### config.mk
export PLATFORM = sky130hd
export DESIGN_NAME = csa_shared_ha_adder
export DESIGN_NICKNAME = d
export VERILOG_FILES = /design/src/rtl/csa_pkg.sv /design/src/rtl/csa_half_row.sv /design/src/rtl/csa_gen_chain.sv /design/src/rtl/csa_select_mux.sv /design/src/rtl/csa_shared_ha_adder.sv
export SDC_FILE = /design/constraint.sdc
export NUM_CORES = 1
export LEC_CHECK = 0
export BUFFER_PORTS_ARGS = -buffer_cell sky130_fd_sc_hd__buf_2
export CAP_MARGIN = 30
export CORE_MARGIN = 4
export CORE_UTILIZATION = 40
export DETAILED_ROUTE_END_ITERATION = 8
export PLACE_DENSITY = 0.79
export SLEW_MARGIN = 20
export SYNTH_ARGS = -nofsm -noshare
export SYNTH_HDL_FRONTEND = slang
export SYNTH_SLANG_ARGS = --single-unit
### constraint.sdc
create_clock -name vclk -period 11
set_input_delay 1.1 -clock vclk [all_inputs]
set_output_delay 1.1 -clock vclk [all_outputs]
set_load 0.01 [all_outputs]
### src/rtl/csa_pkg.sv
package csa_pkg;
  parameter int unsigned CSA_DEFAULT_W = 16;
  parameter int unsigned CSA_MIN_W     = 2;
endpackage

### src/rtl/csa_half_row.sv
module csa_half_row #(
  parameter int unsigned WIDTH = csa_pkg::CSA_DEFAULT_W
) (
  input  logic [WIDTH-1:0] op_x,
  input  logic [WIDTH-1:0] op_y,
  output logic [WIDTH-1:0] part_sum,
  output logic [WIDTH-1:0] part_carry
);
  for (genvar gi = 0; gi < WIDTH; gi++) begin : g_ha
    assign part_sum[gi]   = op_x[gi] ^ op_y[gi];
    assign part_carry[gi] = op_x[gi] & op_y[gi];
  end

  // A bit cannot both propagate and generate
  always_comb begin
    AST_HA_DISJOINT: assert ((part_sum & part_carry) == '0)
      else $error("half row terms overlap");
  end
endmodule

### src/rtl/csa_gen_chain.sv
module csa_gen_chain #(
  parameter int unsigned WIDTH     = csa_pkg::CSA_DEFAULT_W,
  parameter bit          CARRY_SEED = 1'b0
) (
  input  logic [WIDTH-1:0] part_sum,
  input  logic [WIDTH-1:0] part_carry,
  output logic [WIDTH-1:0] chain_sum,
  output logic             chain_cout
);
  // Second half-adder stage plus carry OR, rippled from a fixed seed
  always_comb begin
    logic carry_run;
    carry_run = CARRY_SEED;
    for (int i = 0; i < WIDTH; i++) begin
      chain_sum[i] = part_sum[i] ^ carry_run;
      carry_run    = (part_sum[i] & carry_run) | part_carry[i];
    end
    chain_cout = carry_run;
  end
endmodule

### src/rtl/csa_select_mux.sv
module csa_select_mux #(
  parameter int unsigned WIDTH = csa_pkg::CSA_DEFAULT_W
) (
  input  logic             sel,
  input  logic [WIDTH-1:0] sum_lo,
  input  logic             cout_lo,
  input  logic [WIDTH-1:0] sum_hi,
  input  logic             cout_hi,
  output logic [WIDTH-1:0] sum_pick,
  output logic             cout_pick
);
  for (genvar gi = 0; gi < WIDTH; gi++) begin : g_mux
    assign sum_pick[gi] = (sum_lo[gi] & ~sel) | (sum_hi[gi] & sel);
  end
  assign cout_pick = (cout_lo & ~sel) | (cout_hi & sel);
endmodule

### src/rtl/csa_shared_ha_adder.sv
module csa_shared_ha_adder #(
  parameter int unsigned WIDTH = csa_pkg::CSA_DEFAULT_W
) (
  input  logic [WIDTH-1:0] a,
  input  logic [WIDTH-1:0] b,
  input  logic             cin,
  output logic [WIDTH-1:0] sum,
  output logic             cout
);
  localparam int unsigned EXT_W = WIDTH + 1;

  if (WIDTH < csa_pkg::CSA_MIN_W) begin : g_width_check
    $error("csa_shared_ha_adder: WIDTH must be at least 2");
  end

  logic [WIDTH-1:0] hs, hc;
  logic [WIDTH-1:0] s_zero, s_one;
  logic             c_zero, c_one;

  csa_half_row #(.WIDTH(WIDTH)) u_half_row (
    .op_x(a), .op_y(b), .part_sum(hs), .part_carry(hc)
  );

  csa_gen_chain #(.WIDTH(WIDTH), .CARRY_SEED(1'b0)) u_chain_zero (
    .part_sum(hs), .part_carry(hc), .chain_sum(s_zero), .chain_cout(c_zero)
  );

  csa_gen_chain #(.WIDTH(WIDTH), .CARRY_SEED(1'b1)) u_chain_one (
    .part_sum(hs), .part_carry(hc), .chain_sum(s_one), .chain_cout(c_one)
  );

  csa_select_mux #(.WIDTH(WIDTH)) u_select (
    .sel(cin),
    .sum_lo(s_zero), .cout_lo(c_zero),
    .sum_hi(s_one),  .cout_hi(c_one),
    .sum_pick(sum),  .cout_pick(cout)
  );

  always_comb begin
    AST_ZERO_CHAIN_SUM: assert ({c_zero, s_zero} == (EXT_W'(a) + EXT_W'(b)))
      else $error("zero-seed chain wrong");
    AST_ONE_CHAIN_STEP: assert ({c_one, s_one} == ({c_zero, s_zero} + EXT_W'(1)))
      else $error("one-seed chain not one above zero-seed chain");
    AST_TOTAL_EXACT: assert ({cout, sum} == (EXT_W'(a) + EXT_W'(b) + EXT_W'(cin)))
      else $error("selected result wrong");
    AST_COUT_PICK: assert (cout == (cin ? c_one : c_zero))
      else $error("carry-out from wrong chain");
  end
endmodule

==> results of run 1 <==
## logic make-up (layout without fill, tap and decap cells)
family / count (synthesis) / in the layout / synth area share
XOR/XNOR: 1 / 1 / 0.00978
adder cells (fa/ha/maj): 32 / 32 / 0.698
buffers and inverters: 9 / 57 / 0.0643
multiplexers: 16 / 16 / 0.228
## power by group through the flow
| stage | Combinational [mW] | Sequential (mW) | Clock, mW |
|---|---|---|---|
| floorplan | 0.0444 | 0 | 0 |
| global placement | 0.0699 | 0 | 0 |
| detailed placement | 0.0746 | 0 | 0 |
| CTS | 0.0748 | 0 | 0 |
| global route | 0.0834 | 0 | 0 |
| finish | 0.0729 | 0 | 0 |
## cells in the mapped netlist
cell	n	share of area
mux2i_1	2	0.022
ha_1	2	0.028
buf_12	1	0.022
fa_1	30	0.67
mux2_4	7	0.12
inv_1	7	0.029
buf_6	1	0.013
mux2_2	7	0.088
xor2_1	1	0.0098
## layer usage
metal / vias up / part of all wire
li1: 279 / -
met1: 307 / 0.35
met2: 40 / 0.53
met3: 0 / 0.12
met4: 0 / 0
met5: - / 0
## metrics by stage
| step | hold slack, ns | total power [mW] | util |
|---|---|---|---|
| 2_1_floorplan | 2.44 | 0.0444 | - |
| 3_3_place_gp | 2.66 | 0.0699 | 0.563 |
| 3_5_place_dp | 2.67 | 0.0746 | 0.563 |
| 4_1_cts | 2.67 | 0.0748 | 0.563 |
| 5_1_grt | 2.71 | 0.0834 | 0.563 |
| 6_report | 2.66 | 0.0729 | 0.563 |
## cell type report
cell class,instances,area [sq um],area share
Tap cell,27,33.8,0.0294
Inverter,7,26.3,0.0229
Multi-Input combinational cell,49,838,0.730
Timing Repair Buffer,50,250,0.218
## path summary, 6_finish.rpt
path,from,endpoint,slack [ns],cells after the start
worst max-delay path,a[0],sum[15],2.16,20
worst min-delay path,b[0],sum[0],2.66,5
==> results.yml, run 1 <==
clocking:
  cts_setup_buffers: 0
  ctsHoldBuffers: 0
  cts_resized: 0
critical_path:
  cp_max_fo: 2
  crit_type: "input port to primary output"
  path_cells: "buf_2 -> ha_1 -> fa_1 -> fa_1 -> fa_1 -> fa_1 -> fa_1 -> fa_1 -> fa_1 -> fa_1 -> fa_1 -> fa_1 -> fa_1 -> fa_1 -> fa_1 -> fa_1 -> inv_1 -> fa_1 -> mux2i_1 -> buf_2"
  startpoint_type: "input port"
  cp_common_cell: "fa_1"
  crit_buf_inv: 3
  cpPeakStageDelay_ns: 0.42
  cp-end-kind: "primary output"
  critical_path.top_delay_family: "adder cells"
  cpMaxStageDelayCell: "fa_1"
  crit_required_ns: 9.90
  critical_path_arrival_ns: 7.74
sta:
  fin_crit_sh: 0.804
  fmax_mhz: 113
  maxSlewHeadroom: 0.689
  worst_slack_ns: 2.16
  slew_violations: 0
  fin_setup_tns_ns: 0
  setup_viol: 0
  hold_viol_final: 0
  worst_pin_slew_ns: 0.466
  rsz0062_at_grt: "false"
  period_minus_slack_ns: 8.84
global_route:
  grt_overflow: 0
  grt_pass1_vias: 697
  grt_use_met3: 0.0280
  met1_usage: 0.137
  grt_pass1_wl_um: 2960
  grt_start_max_net_pins: 18
  top_usage_layer: "met2"
  antenna_found_initial: 0
  use_met2: 0.228
  track_usage: 0.117
hold_path:
  hold_path.class: "input port to primary output"
synthesis:
  synth_cells: 58
  ys_seq_area_frac: 0
  syn_nets: 123
  syn-mean-instance-area_sq_um: 15.4
  netlist_area_sq_um: 896
  synth.distinct_cells: 9
  ys.warnings.count: 0
cells_and_area:
  fillers: 182
  fin_nets: 173
  clockBufferCount: 0
  area_growth_pct: 28.2
  stdcell_count: 133
  design.seq.count: 0
  seqCellArea_sq_um: 0
  layout_commonest_cell: "buf_2"
  diodes: 0
  final_area_sq_mm: 0.00115
  final_cell_mix: "buf_2, fa_1, mux2_4, inv_1, mux2_2"
  drive_above_1_share: 0.604
floorplan:
  coreArea_sq_mm: 0.00204
  die_area_sq_mm: 0.00306
  die_w_um: 55.3
  start_util: 0.439
  num_rows: 16
  io_pins: 50
  die_height_um: 55.3
power_and_ir_drop:
  vdd_drop_max_uv: 34.7
  combPwrFrac: 1.000
  pwr-share-clk: 0
  p_switching_mw: 0.0345
  p_seq_frac: 0
  switching_share: 0.474
  p_leak_nw: 0.567
  powerDensity_mw_per_mm2: 63.5
  internal_power_mw: 0.0384
drt:
  wl_per_cell_um: 13.3
  vias_per_cell: 4.71
  drc_errors: 0
  wl_um: 1780
  first_iter_violations: 2
  drtAntennaViolNets: 0
  dr.pass1.iters: 2
  dr_total_vias: 626
run_status:
  status: "finished, final reports clean"
placement:
  port_buffers: 50
  dp_hpwl_um: 1720
  place_ws_ns: 2.15
  detailed_place.area_sq_mm: 0.00115
  placed_cells: 133
  place_congestion: 0.775
flow_run:
  maxCapViolations: 0
Power figures use the tool's default switching activity.
==> run 2: changes to the inputs <==
--- a/config.mk
+++ b/config.mk
@@ -10,7 +10,7 @@
 export CORE_MARGIN = 4
 export CORE_UTILIZATION = 40
 export DETAILED_ROUTE_END_ITERATION = 8
-export PLACE_DENSITY = 0.79
+export PLACE_DENSITY = 0.82
 export SLEW_MARGIN = 20
 export SYNTH_ARGS = -nofsm -noshare
 export SYNTH_HDL_FRONTEND = slang
==> constraint.sdc (replaced) <==
create_clock -name vclk -period 7.7
set_input_delay 0.77 -clock vclk [all_inputs]
set_output_delay 0.77 -clock vclk [all_outputs]
set_load 0.01 [all_outputs]
==> run 2 against run 1 <==
  * Wire length grew 6.0%
  * Largest power group unchanged
  * Highest routed layer is now met4
  * Critical path depth grew 2
  * Clock-buffer cell count did not move
==> results.yml, run 2 (same netlist as run 1, synthesis figures left out) <==
run_status:
  status: "finished, final reports clean"
global_route:
  met1_usage: 0.129
  track_usage: 0.128
  antenna_found_initial: 0
  top_usage_layer: "met2"
  grt_use_met3: 0.0396
  grt_pass1_wl_um: 3210
  grt_start_max_net_pins: 18
  use_met2: 0.253
  grt_overflow: 0
  grt_pass1_vias: 798
placement:
  dp_hpwl_um: 1720
  port_buffers: 50
  placed_cells: 133
  place_congestion: 0.806
floorplan:
  die_area_sq_mm: 0.00306
  coreArea_sq_mm: 0.00204
  start_util: 0.439
  die_height_um: 55.3
  io_pins: 50
  die_w_um: 55.3
  num_rows: 16
drt:
  vias_per_cell: 4.81
  drtAntennaViolNets: 0
  wl_per_cell_um: 14.1
  first_iter_violations: 3
  wl_um: 1880
  drc_errors: 0
  dr.pass1.iters: 4
  dr_total_vias: 640
power_and_ir_drop:
  power_mw: 0.112
  p_leak_nw: 0.540
  powerDensity_mw_per_mm2: 91.6
  vdd_drop_max_uv: 58.5
hold_path:
  hold_path_depth: 5
  hold_path.class: "input port to primary output"
sta:
  fmax_mhz: 131
  maxSlewHeadroom: 0.673
  worst_pin_slew_ns: 0.490
  setup_viol: 0
  hold_viol_final: 0
  rsz0062_at_grt: "true"
  slew_violations: 0
  fin_crit_sh: 0.991
  period_minus_slack_ns: 7.63
critical_path:
  critical_path_arrival_ns: 6.86
  cp_max_fo: 2
  crit_type: "input port to primary output"
  cp-end-kind: "primary output"
  startpoint_type: "input port"
  crit_required_ns: 6.93
cells_and_area:
  clockBufferCount: 0
  design.seq.count: 0
  fin_nets: 173
  stdcell_count: 133
  final_cell_mix: "buf_2, fa_2, mux2_4, mux2_2, inv_1"
  drive_above_1_share: 0.887
  area_growth_pct: 36.5
  seqCellArea_sq_um: 0
  layout_commonest_cell: "buf_2"
  fillers: 177
  diodes: 0
  finalCoreUtilization: 0.599
clocking:
  cts_setup_buffers: 0
flow_run:
  maxCapViolations: 0
run 2: layer usage:
metal,wire length (um),vias to the layer above
met1,600,314
met2,988,44
li1,-,278
met5,0,-
met4,29,0
met3,264,4
run 2: power breakdown:
part           leakage (nW)  internal, mW  switching (mW)  total, mW
Sequential                0             0               0          0
Combinational         0.540        0.0593          0.0526      0.112
Clock                     0             0               0          0
run 2: layout make-up:
type	instances	area (sq um)	share of cell area
multi-input cells	49	912	0.746
well taps	27	33.8	0.0276
inverters	7	26.3	0.0215
repair buffers	50	250	0.205
run 2: path summary, 6_finish.rpt:
kind / start / to
setup / recovery: a[0] / sum[15]
hold / removal: b[0] / sum[0]
run 2: through the flow:
step | cell area [sq um] | hold slack, ns | setup TNS, ns | setup WS [ns]
final | 1220 | 2.01 | 0 | 0.0708
after global routing | 1220 | 2.05 | -0.0830 | -0.0830
after CTS | 1210 | 2.01 | 0 | 0.0116
after detailed placement | 1150 | 2.01 | -0.963 | -0.543
after global placement | 1150 | 2.00 | -0.383 | -0.349
after floorplan | 902 | 1.78 | 0 | 0.00477
run 2: timing repair:
| item | 4_1_cts | 5_1_grt |
|---|---|---|
| pin swaps | 2 | 2 |
| setup endpoints to repair | 3 | 1 |
| hold buffers | 0 | 0 |
| gates resized for setup | 22 | 6 |
run 2: critical path, cell delays in order:
cell	delay, ns
buf_2	0.11
inv_1	0.05
ha_1	0.14
inv_1	0.05
fa_2	0.34
fa_2	0.37
fa_2	0.35
fa_2	0.38
fa_2	0.35
fa_2	0.36
fa_2	0.34
fa_2	0.34
fa_2	0.34
fa_2	0.35
fa_2	0.36
fa_2	0.35
fa_2	0.35
fa_1	0.37
inv_1	0.08
fa_1	0.42
mux2i_2	0.15
buf_2	0.15
==> run 3: changes to the inputs <==
--- a/config.mk
+++ b/config.mk
@@ -10,7 +10,7 @@
 export CORE_MARGIN = 4
 export CORE_UTILIZATION = 40
 export DETAILED_ROUTE_END_ITERATION = 8
-export PLACE_DENSITY = 0.82
+export PLACE_DENSITY = 0.79
 export SLEW_MARGIN = 20
 export SYNTH_ARGS = -nofsm -noshare
 export SYNTH_HDL_FRONTEND = slang
==> constraint.sdc (replaced) <==
create_clock -name vclk -period 7.5
set_input_delay 0.75 -clock vclk [all_inputs]
set_output_delay 0.75 -clock vclk [all_outputs]
set_load 0.01 [all_outputs]
==> run 3 against run 2 <==
  * The flow now finishes with violations (negative setup slack)
  * Non-clock buffer count stayed put
  * Utilization shrank 0.12 points
  * Final cell count stayed put
  * Worst setup slack worse by 0.091 ns
  * Cell area fell by 0.20%
  * Worst hold slack worse by 0.050 ns
  * Combinational power about the same
  * Die area unchanged
  * Clock-buffer cell count unchanged
  * Critical path type unchanged
==> results.yml, run 3 (same netlist as run 1, synthesis figures left out) <==
sta:
  fin_setup_tns_ns: -0.0200
  fin_crit_sh: 1.00
  worst_slack_ns: -0.0200
  maxSlewHeadroom: 0.688
  fmax_mhz: 133
  worst_pin_slew_ns: 0.468
  period_minus_slack_ns: 7.52
  hold_viol_final: 0
  rsz0062_at_grt: "true"
  setup_viol: 1
  slew_violations: 0
run_status:
  status: "finished with violations"
  violations: "negative setup slack"
power_and_ir_drop:
  vdd_drop_max_uv: 47.4
  p_leak_nw: 0.542
  powerDensity_mw_per_mm2: 93.6
cells_and_area:
  clockBufferCount: 0
  stdcell_count: 133
  layout_commonest_cell: "buf_2"
  final_area_sq_mm: 0.00122
  area_growth_pct: 36.2
  seqCellArea_sq_um: 0
  multi_input_area_sq_um: 910
  drive_above_1_share: 0.877
  final_cell_mix: "buf_2, fa_2, mux2_4, mux2_2, inv_1"
  design.seq.count: 0
  fin_nets: 173
  finalCoreUtilization: 0.597
  fillers: 186
  diodes: 0
floorplan:
  die_height_um: 55.3
  die_w_um: 55.3
  start_util: 0.439
  num_rows: 16
  coreArea_sq_mm: 0.00204
  io_pins: 50
  die_area_sq_mm: 0.00306
placement:
  dp_hpwl_um: 1730
  port_buffers: 50
  placed_cells: 133
  place_congestion: 0.742
  detailed_place.area_sq_mm: 0.00117
critical_path:
  cp-end-kind: "primary output"
  crit_required_ns: 6.75
  critical_path_arrival_ns: 6.77
  crit_type: "input port to primary output"
  startpoint_type: "input port"
  cp_max_fo: 2
drt:
  wl_per_cell_um: 13.7
  wl_um: 1820
  drc_errors: 0
  drtAntennaViolNets: 0
  dr_total_vias: 630
  first_iter_violations: 3
  vias_per_cell: 4.74
  dr.pass1.iters: 2
global_route:
  grt_overflow: 0
  antenna_found_initial: 0
  grt_start_max_net_pins: 18
  grt_pass1_wl_um: 3170
  track_usage: 0.124
  grt_pass1_vias: 761
hold_path:
  hold_path.class: "input port to primary output"
flow_run:
  maxCapViolations: 0
==> run 3: cell types whose count changed in the layout (fill, tap and decap cells not counted) <==
cell	previous run	this run
ha_1	1	2
ha_2	1	0
==> run 3: path summary, 6_finish.rpt <==
check | startpoint | end | slack (ns) | depth (start not counted)
max | a[0] | sum[15] | -0.02 | 22
min | b[0] | sum[0] | 1.96 | 5
==> run 3: what timing repair did <==
item | 4_1_cts | 5_1_grt
pin swaps | 0 | 1
hold buffers | 0 | 0
resized for setup | 18 | 1
endpoints found under the setup margin | 3 | 1
setup buffers | 0 | 0
==> run 3: per-layer routing <==
layer / up-vias / GRT usage / part of all wire
met5: - / 0 / 0
met4: 0 / 0 / 0
met3: 0 / 0.0210 / 0.10
met2: 35 / 0.264 / 0.57
met1: 315 / 0.130 / 0.33
li1: 280 / - / -
==> run 3: final cells by class <==
cell class,instances,share of cell area
Inverter,7,0.0215
Multi-Input combinational cell,49,0.746
Tap cell,27,0.0277
Timing Repair Buffer,50,0.205
==> run 3: critical path, stage by stage <==
cell	delay, ns
buf_2	0.11
inv_1	0.05
ha_1	0.14
inv_1	0.05
fa_2	0.33
fa_2	0.35
fa_2	0.35
fa_2	0.35
fa_2	0.37
fa_2	0.36
fa_2	0.35
fa_2	0.34
fa_2	0.35
fa_2	0.35
fa_2	0.35
fa_2	0.35
fa_2	0.36
fa_2	0.34
inv_2	0.06
fa_1	0.41
mux2i_2	0.15
buf_2	0.15
==> run 3: through the flow <==
| stage | setup WS, ns | power [mW] | hold slack (ns) |
|---|---|---|---|
| global route | -0.195 | 0.130 | 1.99 |
| floorplan | 0.00289 | 0.0675 | 1.74 |
| CTS | -0.0622 | 0.117 | 1.96 |
| global placement | -0.339 | 0.105 | 1.96 |
| detailed placement | -0.506 | 0.113 | 1.96 |
| finish | -0.0200 | 0.114 | 1.96 |
==> run 3: power by group <==
group          internal (mW)  total [mW]  switching, mW  leakage, nW
Combinational         0.0609       0.114         0.0533        0.542
Clock                      0           0              0            0
Sequential                 0           0              0            0
Total                 0.0609       0.114         0.0533        0.542
